$ cat config.mk
export PLATFORM = sky130hd
export DESIGN_NAME = lut_ram_cfg
export DESIGN_NICKNAME = d
export VERILOG_FILES = /design/src/rtl/lut_ram_pkg.sv /design/src/rtl/lut_ram_bank.sv /design/src/rtl/lut_ram_route.sv /design/src/rtl/lut_ram_outmux.sv /design/src/rtl/lut_ram_cfg.sv
export SDC_FILE = /design/constraint.sdc
export NUM_CORES = 1
export LEC_CHECK = 0
export BUFFER_PORTS_ARGS = -buffer_cell sky130_fd_sc_hd__buf_2
export CAP_MARGIN = 20
export CELL_PAD_IN_SITES_DETAIL_PLACEMENT = 0
export CELL_PAD_IN_SITES_GLOBAL_PLACEMENT = 1
export CORE_MARGIN = 2
export CORE_UTILIZATION = 51
export CTS_CLUSTER_SIZE = 10
export DETAILED_ROUTE_END_ITERATION = 8
export HOLD_SLACK_MARGIN = 0.12
export PLACE_DENSITY_LB_ADDON = 0.12
export SYNTH_ARGS = -nofsm -noshare
export SYNTH_HDL_FRONTEND = slang
export SYNTH_SLANG_ARGS = --single-unit
export TNS_END_PERCENT = 1
$ cat constraint.sdc
create_clock -name clk_w -period 3.2 [get_ports clk_w]
set_input_delay 0 -clock clk_w [delete_from_list [all_inputs] [get_ports clk_w]]
set_output_delay 0 -clock clk_w [all_outputs]
set_load 0.02 [all_outputs]
$ cat src/rtl/lut_ram_pkg.sv
package lut_ram_pkg;

   typedef enum logic [1:0] {
      MODE_NARROW = 2'd0,
      MODE_PAIR   = 2'd1,
      MODE_WIDE   = 2'd2,
      MODE_DUAL   = 2'd3
   } ram_mode_e;

   localparam int NBANK = 2;

   typedef struct packed {
      logic en;
      logic dat;
   } wr_ctl_t;

   function automatic logic mode_drives_dout1(ram_mode_e m);
      return (m == MODE_PAIR) || (m == MODE_DUAL);
   endfunction

endpackage

$ cat src/rtl/lut_ram_bank.sv
module lut_ram_bank
   import lut_ram_pkg::*;
#(
   parameter int AW = 4,
   parameter int DEPTH = 2 ** AW,
   parameter logic [DEPTH-1:0] INIT = '0
) (
   input  logic          clk,
   input  logic          rst_n,
   input  wr_ctl_t       wr,
   input  logic [AW-1:0] wr_addr,
   input  logic [AW-1:0] rd_addr_x,
   input  logic [AW-1:0] rd_addr_y,
   output logic          rd_x,
   output logic          rd_y
);

   logic [DEPTH-1:0] cells;

   always_ff @(posedge clk or negedge rst_n) begin
      if (!rst_n) begin
         cells <= INIT;
      end else if (wr.en) begin
         cells[wr_addr] <= wr.dat;
      end
   end

   assign rd_x = cells[rd_addr_x];
   assign rd_y = cells[rd_addr_y];

   // no enable, no change anywhere in the bank
   assert_hold_R7: assert property (@(posedge clk) disable iff (!rst_n)
      !wr.en |=> $stable(cells));

   // an enabled write lands at the captured address
   assert_store_R2: assert property (@(posedge clk) disable iff (!rst_n)
      wr.en |=> cells[$past(wr_addr)] == $past(wr.dat));

   // a write never touches more than one location
   assert_one_cell_R4: assert property (@(posedge clk) disable iff (!rst_n)
      wr.en |=> $countones(cells ^ $past(cells)) <= 1);

endmodule

$ cat src/rtl/lut_ram_route.sv
module lut_ram_route
   import lut_ram_pkg::*;
#(
   parameter int AW = 4
) (
   input  logic                       clk,
   input  logic                       rst_n,
   input  ram_mode_e                  mode,
   input  logic                       we,
   input  logic                       din0,
   input  logic                       din1,
   input  logic [AW-1:0]              addr_a,
   input  logic [AW-1:0]              addr_b,
   output wr_ctl_t [NBANK-1:0]        wr,
   output logic [NBANK-1:0][AW-1:0]   waddr
);

   always_comb begin
      wr       = '0;
      waddr[0] = addr_a;
      waddr[1] = (mode == MODE_PAIR) ? addr_b : addr_a;
      unique case (mode)
         MODE_NARROW, MODE_DUAL: begin
            wr[0] = '{en: we, dat: din0};
         end
         MODE_PAIR: begin
            wr[0] = '{en: we, dat: din0};
            wr[1] = '{en: we, dat: din1};
         end
         MODE_WIDE: begin
            wr[0] = '{en: we & ~din1, dat: din0};
            wr[1] = '{en: we &  din1, dat: din0};
         end
         default: wr = '0;
      endcase
   end

   // paired mode shares one enable across both banks
   assert_shared_we_R3: assert property (@(posedge clk) disable iff (!rst_n)
      (mode == MODE_PAIR) |-> (wr[0].en == we) && (wr[1].en == we));

   // 32x1 mode enables at most one bank, picked by din1
   assert_wide_bank_R4: assert property (@(posedge clk) disable iff (!rst_n)
      (mode == MODE_WIDE) |-> $countones({wr[1].en, wr[0].en}) <= 1);

   // single and dual-port modes leave bank 1 alone
   assert_bank1_idle_R5: assert property (@(posedge clk) disable iff (!rst_n)
      (mode == MODE_NARROW || mode == MODE_DUAL) |-> !wr[1].en);

endmodule

$ cat src/rtl/lut_ram_outmux.sv
module lut_ram_outmux
   import lut_ram_pkg::*;
(
   input  ram_mode_e         mode,
   input  logic              sel_hi,
   input  logic [NBANK-1:0]  bank_x,
   input  logic [NBANK-1:0]  bank_y,
   output logic              dout0,
   output logic              dout1
);

   always_comb begin
      dout0 = (mode == MODE_WIDE) ? bank_x[sel_hi] : bank_x[0];
      unique case (mode)
         MODE_PAIR: dout1 = bank_y[1];
         MODE_DUAL: dout1 = bank_y[0];
         default:   dout1 = 1'b0;
      endcase
   end

endmodule

$ cat src/rtl/lut_ram_cfg.sv
module lut_ram_cfg
   import lut_ram_pkg::*;
#(
   parameter int ADDR_W = 4,
   parameter logic [NBANK*(2**ADDR_W)-1:0] INIT = '0
) (
   input  logic              clk_w,
   input  logic              rst_n,
   input  logic [1:0]        cfg_mode,
   input  logic              we,
   input  logic              din0,
   input  logic              din1,
   input  logic [ADDR_W-1:0] addr_a,
   input  logic [ADDR_W-1:0] addr_b,
   output logic              dout0,
   output logic              dout1
);

   localparam int DEPTH = 2 ** ADDR_W;

   if (ADDR_W < 1 || ADDR_W > 8) begin : g_bad_aw
      $error("lut_ram_cfg: ADDR_W must lie in 1..8");
   end

   ram_mode_e                       mode;
   wr_ctl_t [NBANK-1:0]             wr;
   logic [NBANK-1:0][ADDR_W-1:0]    waddr;
   logic [NBANK-1:0]                bank_x;
   logic [NBANK-1:0]                bank_y;

   assign mode = ram_mode_e'(cfg_mode);

   lut_ram_route #(.AW(ADDR_W)) u_route (
      .clk    (clk_w),
      .rst_n  (rst_n),
      .mode   (mode),
      .we     (we),
      .din0   (din0),
      .din1   (din1),
      .addr_a (addr_a),
      .addr_b (addr_b),
      .wr     (wr),
      .waddr  (waddr)
   );

   for (genvar b = 0; b < NBANK; b++) begin : g_bank
      lut_ram_bank #(
         .AW    (ADDR_W),
         .DEPTH (DEPTH),
         .INIT  (INIT[b*DEPTH +: DEPTH])
      ) u_bank (
         .clk       (clk_w),
         .rst_n     (rst_n),
         .wr        (wr[b]),
         .wr_addr   (waddr[b]),
         .rd_addr_x (addr_a),
         .rd_addr_y (addr_b),
         .rd_x      (bank_x[b]),
         .rd_y      (bank_y[b])
      );
   end

   lut_ram_outmux u_out (
      .mode   (mode),
      .sel_hi (din1),
      .bank_x (bank_x),
      .bank_y (bank_y),
      .dout0  (dout0),
      .dout1  (dout1)
   );

   // the second output is quiet when the mode has no second port
   assert_unused_zero_R9: assert property (@(posedge clk_w) disable iff (!rst_n)
      !mode_drives_dout1(mode) |-> (dout1 == 1'b0));

   // the read-only port sees fresh data one edge after a matching write
   assert_dual_fresh_R6: assert property (@(posedge clk_w) disable iff (!rst_n)
      (mode == MODE_DUAL && we) |=>
         (!(mode == MODE_DUAL && addr_b == $past(addr_a)) || dout1 == $past(din0)));

endmodule

## Word-level counts from Yosys, hierarchy flattened

Cells that the tools add are included.
W data, S select, Z words.

- Bitwise logic cells: 3
- Equal/unequal tests: 3
- Multiplexer cells: 21
- Reduce and logical (&&, ||, !) cells: 4
- Order comparisons: 6

Operators with widths:

| cell | number |
|---|---|
| $bwmux W16 | 2 |
| $bmux W1 S4 | 4 |
| $lt A4 B5 Y1 const B | 3 |
| $mux W1 | 9 |
| $demux W1 S4 | 2 |
| $ge A4 B1 Y1 const B | 2 |
| $pmux W2 S2 | 2 |
| $eq A2 B2 Y1 const B | 2 |
| $mux W4 | 1 |
| $reduce_or A3 Y1 | 1 |
| $and A1 B1 Y1 | 2 |
| $eq A2 B1 Y1 const B | 1 |
| $logic_and A1 B1 Y1 | 2 |
| $logic_not A2 Y1 | 1 |
| $lt A1 B2 Y1 const B | 1 |
| $pmux W1 S2 | 1 |
| $not A1 Y1 | 1 |

- Output and inout bits: 2
- Bits in registers: 32
- Input bits: 15
- Logic and storage cells: 39

## Depth between registers and ports, before layout

Gate-level depths: netlist of the first run.

- Depth after elaboration: 7
- Mapped depth: 9
- Mapped depth without buffers: 7

## Hierarchy

From an unflattened synthesis of the first run, not the netlist that was laid out.

- Cells, all modules: 166
- Area total of the unflattened synthesis: 2179.6 sq um

Modules (own cells, without submodules):

| module | instances | area each (sq um) | sequential area each (sq um) | cells each |
|---|---|---|---|---|
| lut_ram_bank | 2 | 997.2 | 400.4 | 72 |
| lut_ram_route | 1 | 146.4 | 0.0 | 18 |
| lut_ram_outmux | 1 | 38.8 | 0.0 | 4 |

## Least setup slack after synthesis of the first run

Ideal clock, no wire load.

- Kind: input-to-reg
- Start point: input port cfg_mode[0]
- End point: register g_bank[1].u_bank.cells[8]
- Required time: 3.072 ns
- Path slack: 1.644 ns
- Stages on the path: 6
- Buffers on the path: 0
- Library setup time: 0.128 ns
- Arrival time: 1.429 ns
- Cell sequence: inv_1 -> ha_1 -> or3b_4 -> or2_4 -> nor2b_1 -> mux2_1

- Word-level cells in the longest chain between the ends: 7
- Elaborated cells on any way between the ends: 10
- Classes of those cells: order compare: 2; eq/ne: 2; mux: 5; reduce/logical: 1

Ends and longest elaborated chain:

| item | RTL line | RTL |
|---|---|---|
| start, declared | lut_ram_cfg.sv:9 | `input logic [1:0] cfg_mode,` |
| $eq A2 B1 Y1 | lut_ram_route.sv:21, lut_ram_route.sv:22 |  |
| $mux W4 | lut_ram_route.sv:21 | `waddr[1] = (mode == MODE_PAIR) ? addr_b : addr_a;` |
| $lt A4 B5 Y1 (implied by the code) / $ge A4 B1 Y1 (equally long branches) | lut_ram_bank.sv:24 | `cells[wr_addr] <= wr.dat;` |
| $logic_and A1 B1 Y1 (implied by the code) | lut_ram_bank.sv:24 |  |
| $mux W1 (implied by the code) | lut_ram_bank.sv:24 |  |
| $demux W1 S4 | n/a |  |
| $bwmux W16 | lut_ram_bank.sv:24 |  |
| end signal, assigned by index | lut_ram_bank.sv:24 |  |
| end, declared | lut_ram_bank.sv:18 | `logic [DEPTH-1:0] cells;` |

Parallel ways exist; a longest one is shown, timed or not.
A chain may end at the register's enable or synchronous reset.

## Final worst setup path of the first run

- Start point: register g_bank[1].u_bank.cells[4]
- End point: output port dout0

- Word-level cells in the longest chain between the ends: 5

Ends and longest elaborated chain:

| item | RTL line | RTL |
|---|---|---|
| $bmux W1 S4 | lut_ram_bank.sv:28 | `assign rd_x = cells[rd_addr_x];` |
| $mux W1 (implied by the code) | lut_ram_bank.sv:28 |  |
| $mux W1 (implied by the code) (2 in a row) | lut_ram_outmux.sv:13 | `dout0 = (mode == MODE_WIDE) ? bank_x[sel_hi] : bank_x[0];` |
| $mux W1 | lut_ram_outmux.sv:13 |  |
| end, declared | lut_ram_cfg.sv:15 | `output logic dout0,` |

No other way between the ends. The select of a mux whose other input is x is not followed.

==> flow_summary.toml, run 1 <==
[logic_synthesis]
synth_top_area_share_pct = 37.2
yosysMostFrequentCell = "nand2_1"
ys.flop_type = "dfrtp_1"
synth-seq-cells = 32
synth.mux.area_fraction_pct = 33.0
async_flop_share_pct = 100
synth_top_area_cell = "dfrtp_1"
ys_top_cells_by_area = "dfrtp_1, mux2_2, mux4_2"
synth-simple-area-share_pct = 18.2
synth_cell_types = 32
synth_edf_count = 0
ys_seq_area_share_pct = 37.2
synth_top_family_by_area = "multiplexers"
synthTopCellsByCount = "nand2_1, dfrtp_1, mux2_2, mux2i_1, nor2_1"
synth_area_per_cell_um2 = 10.3
synth_fa_ha_area_share_pct = 1.74
syn_area_um2 = 2150
synthXorXnorAreaFrac_pct = 0
syn_inst = 209
synth_compound_area_share_pct = 6.33
syn_nets = 227
yosysWarnings = 0

[pwr]
p_sw_share_pct = 28.4
p_clk_share_pct = 30.2
share_seq_of_total_power_pct = 48.0
p_leak_nw = 1.03
p_per_area_nw_per_um2 = 452
p_sw_w = 0.000300
p_int_w = 0.000756
p_comb_share_pct = 21.9
peakVddDrop_v = 0.000221

[layout]
ff_latch_area_um2 = 801
area_growth_pct = 8.48
n_antenna_cell = 0
drive_gt1_share_pct = 29.6
fin_area_um2 = 2340
fin_cells = 273
nNetsFinal = 240
top_regs = "g_bank.u_bank.cells: 32 flops"
utilization_pct = 58.0
num-fill-cells = 366
top_register = "g_bank.u_bank.cells"
multi_input_area_um2 = 1280
largest_reg_flops = 32

[clocking]
cts-resized-gates = 0
cts_tree = "built"
clkLatencyLatePin_ps = 280
clockRootBuffer = "clkbuf_8"
clock-sinks = 32
cts_hold_buf = 1
post_cts_buffers = 0
cts-buffers-inserted = 5
htree_levels = 2
clock_tree.buffer_depth = 2
clkTransAtPathRegs_ps = 70

[global_route]
gr-total-overflow = 0
grt_max_degree = 33
grt_pass1_vias = 1575
antenna_found_initial = 0
grt_pass1_wl_mm = 8.20
grt_use_total_pct = 24.4

[routing]
ant_nets = 0
vias_per_cell = 6.09
drc = 0
firstDrtPassIters = 4
wl_per_cell_um = 18.5
vias = 1663
routed_wirelength_mm = 5.04
drt_iter0_drc = 122

[place]
dp_hpwl_mm = 3.64
dpl_cell_area_um2 = 2240
dp_cells = 264
port_buffers = 16
gp_congestion = 0.951

[timing]
slew-limit-headroom_pct = 38.5
fin_skew_ps = 0
period_minus_slack_ps = 1860
hold_ws_ps = 166
min_period_over_period_pct = 58.0
hold_violations = 0
timing.fmax_ghz = 0.539
worst_pin_slew_ps = 919
slew_viol_final = 0
tns_ps = 0
rsz0062_at_grt = "false"
setup_viol = 0

[critical_path]
start_kind = "flip-flop"
cp.arrival_ps = 1860
crit_path_end_kind = "primary output"
crit_required_ps = 3200
worst-path-max-fanout = 3
critPathKind = "reg2out"

[floorplan]
die_h_um = 69.0
core_area_um2 = 4030
die_w_um = 69.0
pin_count = 17
start_util_pct = 53.5
num_rows = 23
dieArea_um2 = 4760

[run_status]
status = "complete, no violations"

[job]
maxCapViolCount = 0

[hold_path]
hp-class = "in2reg"
[placed cells by master (no fill, tap or decap), types with 2 or more instances in the layout]
master and instances:
nor2b_2 2, nor2_1 12, nand2_1 34, a22oi_1 7
mux2_1 2, nand3b_1 2, nor2b_1 6, mux2_2 31
nand2b_1 3, o21ai_0 2, mux2i_1 16, dfrtp_1 32
nand4_1 2, ha_1 3, a21oi_1 8, mux4_2 8
nor3_1 4, nand3_1 10, inv_1 4, clkbuf_8 6
clkbuf_1 2, buf_2 16
[cell families (layout without fill, tap and decap cells)]
| kind of cell | after synthesis | count (layout) |
|---|---|---|
| multiplexers | 57 | 57 |
| buffers and inverters | 15 | 29 |
| AO/OA/AOI/OAI | 21 | 21 |
| flip-flops | 32 | 32 |
| AND/OR/NAND/NOR | 81 | 81 |
| adder cells (fa/ha/maj) | 3 | 3 |
[per-stage QoR]
step	setup WS [ps]	power, W
floorplan	1640	0.000672
finish	1340	0.00106
CTS	1380	0.00107
global placement	1240	0.000734
detailed placement	1140	0.000743
global route	1240	0.00112
[power by group through the flow]
stage / Sequential (W) / Combinational (W) / Clock (W)
after floorplan: 0.000497 / 0.000175 / 0
after global placement: 0.000508 / 0.000226 / 0
after detailed placement: 0.000512 / 0.000231 / 0
after CTS: 0.000505 / 0.000233 / 0.000327
after global routing: 0.000513 / 0.000253 / 0.000352
final: 0.000506 / 0.000231 / 0.000318
[routing by layer]
metal | wire [um] | track usage [%] | vias to the layer above
li1 | - | - | 775
met1 | 2350 | 33.3 | 851
met2 | 2440 | 39.5 | 35
met3 | 226 | 5.68 | 2
met4 | 25 | 5.88 | 0
met5 | 0 | 0 | -
[path summary, 6_finish.rpt]
path	slack, ps	end	from	depth (start not counted)
worst max-delay path	1340	dout0	g_bank[1].u_bank.cells[4]	6
worst min-delay path	170	g_bank[0].u_bank.cells[12]	addr_a[2]	3
worst max register to register	2350	g_bank[1].u_bank.cells[4]	g_bank[1].u_bank.cells[4]	1
worst min register to register	530	g_bank[1].u_bank.cells[2]	g_bank[1].u_bank.cells[2]	1
max in group asynchronous	2420	g_bank[1].u_bank.cells[3]	rst_n	2
min in group asynchronous	310	g_bank[1].u_bank.cells[4]	rst_n	2
[worst max-delay path: stages, from the launching register on]
cell	delay (ps)
dfrtp_1	430
mux4_2	480
a22oi_1	220
nand3_1	110
nor2_1	110
a21oi_1	50
buf_2	170
[layout make-up]
| cell class | count | share of cell area [%] |
|---|---|---|
| timing repair buffer | 17 | 3.85 |
| multi-input combinational | 162 | 54.7 |
| inverter | 4 | 0.642 |
| sequential | 32 | 34.3 |
| tap | 50 | 2.68 |
| clock buffer | 8 | 3.85 |
(Power assumes the default switching activity.)
==> run 2, diff against run 1 <==
CORE_UTILIZATION = 43   (was 51)
clock period = 1.7 ns   (was 3.2 ns; I/O delays follow)
==> run 2 against run 1 <==
Compared with the run above: the flow now finishes with violations (negative setup slack); global-route usage down 2.4 points; core utilization fell by 6.1 points; clock power is 91% higher; total power rose by 92%; critical endpoint unchanged; final area up 6.4%; die area is 17% higher; sequential power up 89%; setup slack worse by 1400 ps; worst hold slack got worse by 0.50 ps; critical path depth stayed put; largest cell class unchanged; combinational power grew 100%.
==> flow_summary.toml, run 2 (synthesis results as in run 1) <==
[layout]
largest_reg_flops = 32
top_regs = "g_bank.u_bank.cells: 32 flops"
utilization_pct = 51.9
fin_area_um2 = 2490
top_register = "g_bank.u_bank.cells"
final_cell_mix = "nand2_1, dfrtp_1, mux2_2, buf_4, mux2i_1"
n_antenna_cell = 0
num-fill-cells = 455
area_growth_pct = 15.4
nNetsFinal = 256
final_common_cell = "nand2_1"
drive_gt1_share_pct = 34.7

[floorplan]
die_h_um = 74.8
die_w_um = 74.8
num_rows = 25
dieArea_um2 = 5590
start_util_pct = 45.0
core_area_um2 = 4790
pin_count = 17

[timing]
setup_viol = 2
rsz0062_at_grt = "true"
slew_viol_final = 0
fin_skew_ps = 0
timing.fmax_ghz = 0.568
hold_violations = 0
fin_ws_ps = -61.0
slew-limit-headroom_pct = 38.9
worst_pin_slew_ps = 914
min_period_over_period_pct = 104
period_minus_slack_ps = 1760

[run_status]
violations = "negative setup slack"
status = "complete, but fails checks"

[global_route]
grt_pass1_wl_mm = 8.94
grt_max_degree = 33
grt_pass1_vias = 1743
gr-total-overflow = 0
antenna_found_initial = 0
grt_use_total_pct = 22.0

[clocking]
clkLatencyLatePin_ps = 280
clockRootBuffer = "clkbuf_8"
cts-buffers-inserted = 5
htree_levels = 2
cts_tree = "built"
clock-sinks = 32
clkTransAtPathRegs_ps = 60
clock_tree.buffer_depth = 2

[critical_path]
cp.arrival_ps = 1760
critPathKind = "reg2out"
start_kind = "flip-flop"
worst-path-max-fanout = 2
crit_path_end_kind = "primary output"
crit_required_ps = 1700

[place]
gp_congestion = 0.887
dpl_cell_area_um2 = 2360
port_buffers = 16
dp_hpwl_mm = 3.98

[pwr]
peakVddDrop_v = 0.000405
totalPowerFinal_w = 0.00203
p_leak_nw = 1.12
p_per_area_nw_per_um2 = 816

[routing]
drt_iter0_drc = 88
vias = 1703
wl_per_cell_um = 18.0
drc = 0
routed_wirelength_mm = 5.51
vias_per_cell = 5.57
ant_nets = 0
firstDrtPassIters = 4

[job]
maxCapViolCount = 0

[hold_path]
hp-class = "in2reg"
run 2: changes by cell type in the layout (fill, tap and decap cells not counted):
| cell | change |
|---|---|
| a22oi_1 | -1 |
| buf_4 | +17 |
| a22oi_2 | +1 |
| buf_2 | -1 |
run 2: layout make-up:
type | instances | area [um^2] | area share (%)
timing repair buffer | 33 | 213 | 8.56
tap | 67 | 83.8 | 3.37
inverter | 4 | 15.0 | 0.604
clock buffer | 8 | 90.1 | 3.62
sequential | 32 | 801 | 32.2
multi-input combinational | 162 | 1280 | 51.6
run 2: through the flow:
stage | setup slack (ps) | hold WS, ps | cells | TNS, ps
CTS | -58.6 | 160 | 306 | -97.5
global route | -185 | 182 | 306 | -314
finish | -61.0 | 165 | 306 | -96.1
detailed placement | -73.5 | 114 | 295 | -713
global placement | -17.5 | 82.3 | 295 | -31.4
floorplan | 144 | -296 | 209 | 0
run 2: timing repair:
| item | CTS | global route |
|---|---|---|
| setup buffers | 2 | 0 |
| cloned | 0 | 0 |
| resized for setup | 2 | 0 |
| pin swaps | 2 | 0 |
| hold buffers | 1 | 0 |
| endpoints found under the hold margin | 32 | 0 |
| endpoints found under the setup margin | 1 | 2 |
run 2: worst paths after layout:
kind                                           start                         end  slack, ps  cells past startpoint
setup reg to reg           g_bank[1].u_bank.cells[4]   g_bank[1].u_bank.cells[4]        750                      2
setup / recovery           g_bank[1].u_bank.cells[4]                       dout0        -60                      6
min in group asynchronous                      rst_n   g_bank[1].u_bank.cells[7]        310                      2
hold reg to reg            g_bank[1].u_bank.cells[2]   g_bank[1].u_bank.cells[2]        530                      1
max in group asynchronous                      rst_n  g_bank[1].u_bank.cells[10]        900                      2
hold / removal                             addr_a[2]  g_bank[0].u_bank.cells[14]        170                      3
run 2: critical path: stages, from the launching register on:
cell	delay [ps]
dfrtp_1	400
mux4_2	480
a22oi_2	180
nand3_1	100
nor2_1	90
a21oi_1	50
buf_4	160
run 2: layer usage:
metal | vias to the layer above | GRT usage [%] | part of all wire [%] | routed length (um)
li1 | 812 | - | - | -
met1 | 844 | 31.0 | 47 | 2590
met2 | 41 | 34.1 | 47 | 2570
met3 | 6 | 4.42 | 4.7 | 261
met4 | 0 | 7.54 | 1.6 | 87
met5 | - | 0 | 0 | 0
run 2: power breakdown:
group | internal (W) | switching [W] | leakage, nW
clock network | 0.000330 | 0.000277 | 0.0455
registers | 0.000871 | 0.0000829 | 0.419
logic | 0.000246 | 0.000223 | 0.652
total | 0.00145 | 0.000583 | 1.12
==> run 3, diff against run 2 <==
GPL_TIMING_DRIVEN = 1   (was not set)
SETUP_SLACK_MARGIN = 0.4   (was not set)
==> run 3 against run 2 <==
Compared with the run above: the flow still finishes with violations (negative setup slack); highest routed layer unchanged; largest cell class unchanged; non-clock buffer count decreased by 1; cell count decreased by 1.3%; critical path type unchanged; register-to-register slack about the same.
==> flow_summary.toml, run 3 (synthesis results as in run 1) <==
[timing]
slew_viol_final = 0
slew-limit-headroom_pct = 50.5
period_minus_slack_ps = 1750
fin_skew_ps = 0
hold_violations = 0
worst_pin_slew_ps = 742
min_period_over_period_pct = 103
rsz0062_at_grt = "true"
timing.fmax_ghz = 0.571
fin_ws_ps = -51.7
hold_ws_ps = 170
setup_viol = 2

[pwr]
totalPowerFinal_w = 0.00197
p_per_area_nw_per_um2 = 769
peakVddDrop_v = 0.000488
p_leak_nw = 1.12

[critical_path]
start_kind = "flip-flop"
crit_path_end_kind = "primary output"
cp.arrival_ps = 1750
worst-path-max-fanout = 3
crit_chain = "mux4_2, a22oi_2, nand3_1, nor2_1, a21oi_1, buf_2"
critical_path.max_stage_delay_ps = 490
cp_slowest_cell = "mux4_2"
critPathKind = "reg2out"
crit_required_ps = 1700

[floorplan]
dieArea_um2 = 5590
start_util_pct = 45.0
die_w_um = 74.8
num_rows = 25
die_h_um = 74.8
pin_count = 17
core_area_um2 = 4790

[routing]
ant_nets = 0
vias = 1724
vias_per_cell = 5.71
drc = 0
firstDrtPassIters = 5
wl_per_cell_um = 18.4
drt_iter0_drc = 115
routed_wirelength_mm = 5.56

[global_route]
grt_use_total_pct = 23.0
grt_pass1_vias = 1812
gr-total-overflow = 0
grt_max_degree = 33
antenna_found_initial = 0
grt_pass1_wl_mm = 9.28

[hold_path]
hp-class = "in2reg"

[layout]
largest_reg_flops = 32
top_regs = "g_bank.u_bank.cells: 32 flops"
ff_latch_area_um2 = 801
final_common_cell = "nand2_1"
final_cell_mix = "nand2_1, dfrtp_1, mux2_2, mux2i_1, buf_4"
num-fill-cells = 451
top_register = "g_bank.u_bank.cells"
drive_gt1_share_pct = 37.4
n_antenna_cell = 0
multi_input_area_um2 = 1340
fin_cells = 302
nNetsFinal = 255
area_growth_pct = 18.9

[clocking]
clkTransAtPathRegs_ps = 60
cts-buffers-inserted = 5
clock-sinks = 32
clkLatencyLatePin_ps = 280
clock_tree.buffer_depth = 2
clockRootBuffer = "clkbuf_8"
htree_levels = 2
cts_tree = "built"

[place]
port_buffers = 16
place_ws_ps = -96.1
dp_cells = 295
dp_hpwl_mm = 4.00
gp_congestion = 0.894

[run_status]
violations = "negative setup slack"
status = "complete, but fails checks"

[job]
maxCapViolCount = 0
-- run 3: metrics by stage --
step | setup TNS (ps) | util (%) | cell area (um^2)
3_3_place_gp | -23.5 | 50.2 | 2400
3_5_place_dp | -735 | 50.2 | 2400
5_1_grt | -236 | 53.5 | 2560
2_1_floorplan | 0 | - | 2190
4_1_cts | -88.4 | 53.2 | 2540
6_report | -89.0 | 53.5 | 2560
-- run 3: final cells by class --
| class | count | area share [%] |
|---|---|---|
| clock buffers | 5 | 2.69 |
| inverters | 4 | 1.17 |
| multi-input cells | 162 | 52.1 |
| flip-flops and latches | 32 | 31.3 |
| well taps | 67 | 3.27 |
| repair buffers | 32 | 9.48 |
-- run 3: worst paths after layout --
| kind | to | slack (ps) | depth (start not counted) | from |
|---|---|---|---|---|
| hold / removal | g_bank[0].u_bank.cells[14] | 170 | 3 | addr_a[2] |
| hold reg to reg | g_bank[1].u_bank.cells[8] | 510 | 1 | g_bank[1].u_bank.cells[8] |
| setup / recovery | dout0 | -50 | 6 | g_bank[1].u_bank.cells[7] |
| max in group asynchronous | g_bank[0].u_bank.cells[11] | 900 | 2 | rst_n |
| setup reg to reg | g_bank[1].u_bank.cells[4] | 760 | 2 | g_bank[1].u_bank.cells[4] |
| min in group asynchronous | g_bank[1].u_bank.cells[6] | 320 | 2 | rst_n |
-- run 3: report_power, final --
| group | switching [W] | total (W) | internal, W |
|---|---|---|---|
| combinational | 0.000236 | 0.000497 | 0.000261 |
| sequential | 0.0000813 | 0.000953 | 0.000871 |
| clock | 0.000256 | 0.000520 | 0.000263 |
-- run 3: critical path: cells and delay by family, from the launching register on --
kind / cells / cell delay (ps)
mux: 1 / 490
flops: 1 / 390
compound gates: 2 / 240
simple gates: 2 / 200
buf+inv: 1 / 160
-- run 3: layer usage --
metal  track usage, %  vias up  wire [um]
met5                0        -          0
met4             8.13        0        102
met3             4.69       13        284
met2             35.9       50       2590
met1             32.0      849       2590
li1                 -      812          -
-- run 3: timing repair --
action                                  4_1_cts  5_1_grt
buffers inserted                              1        0
pin swaps                                     4        5
hold buffers                                  1        0
gates resized for setup                      15        4
endpoints found under the setup margin       19       12
hold endpoints to repair                     32        0
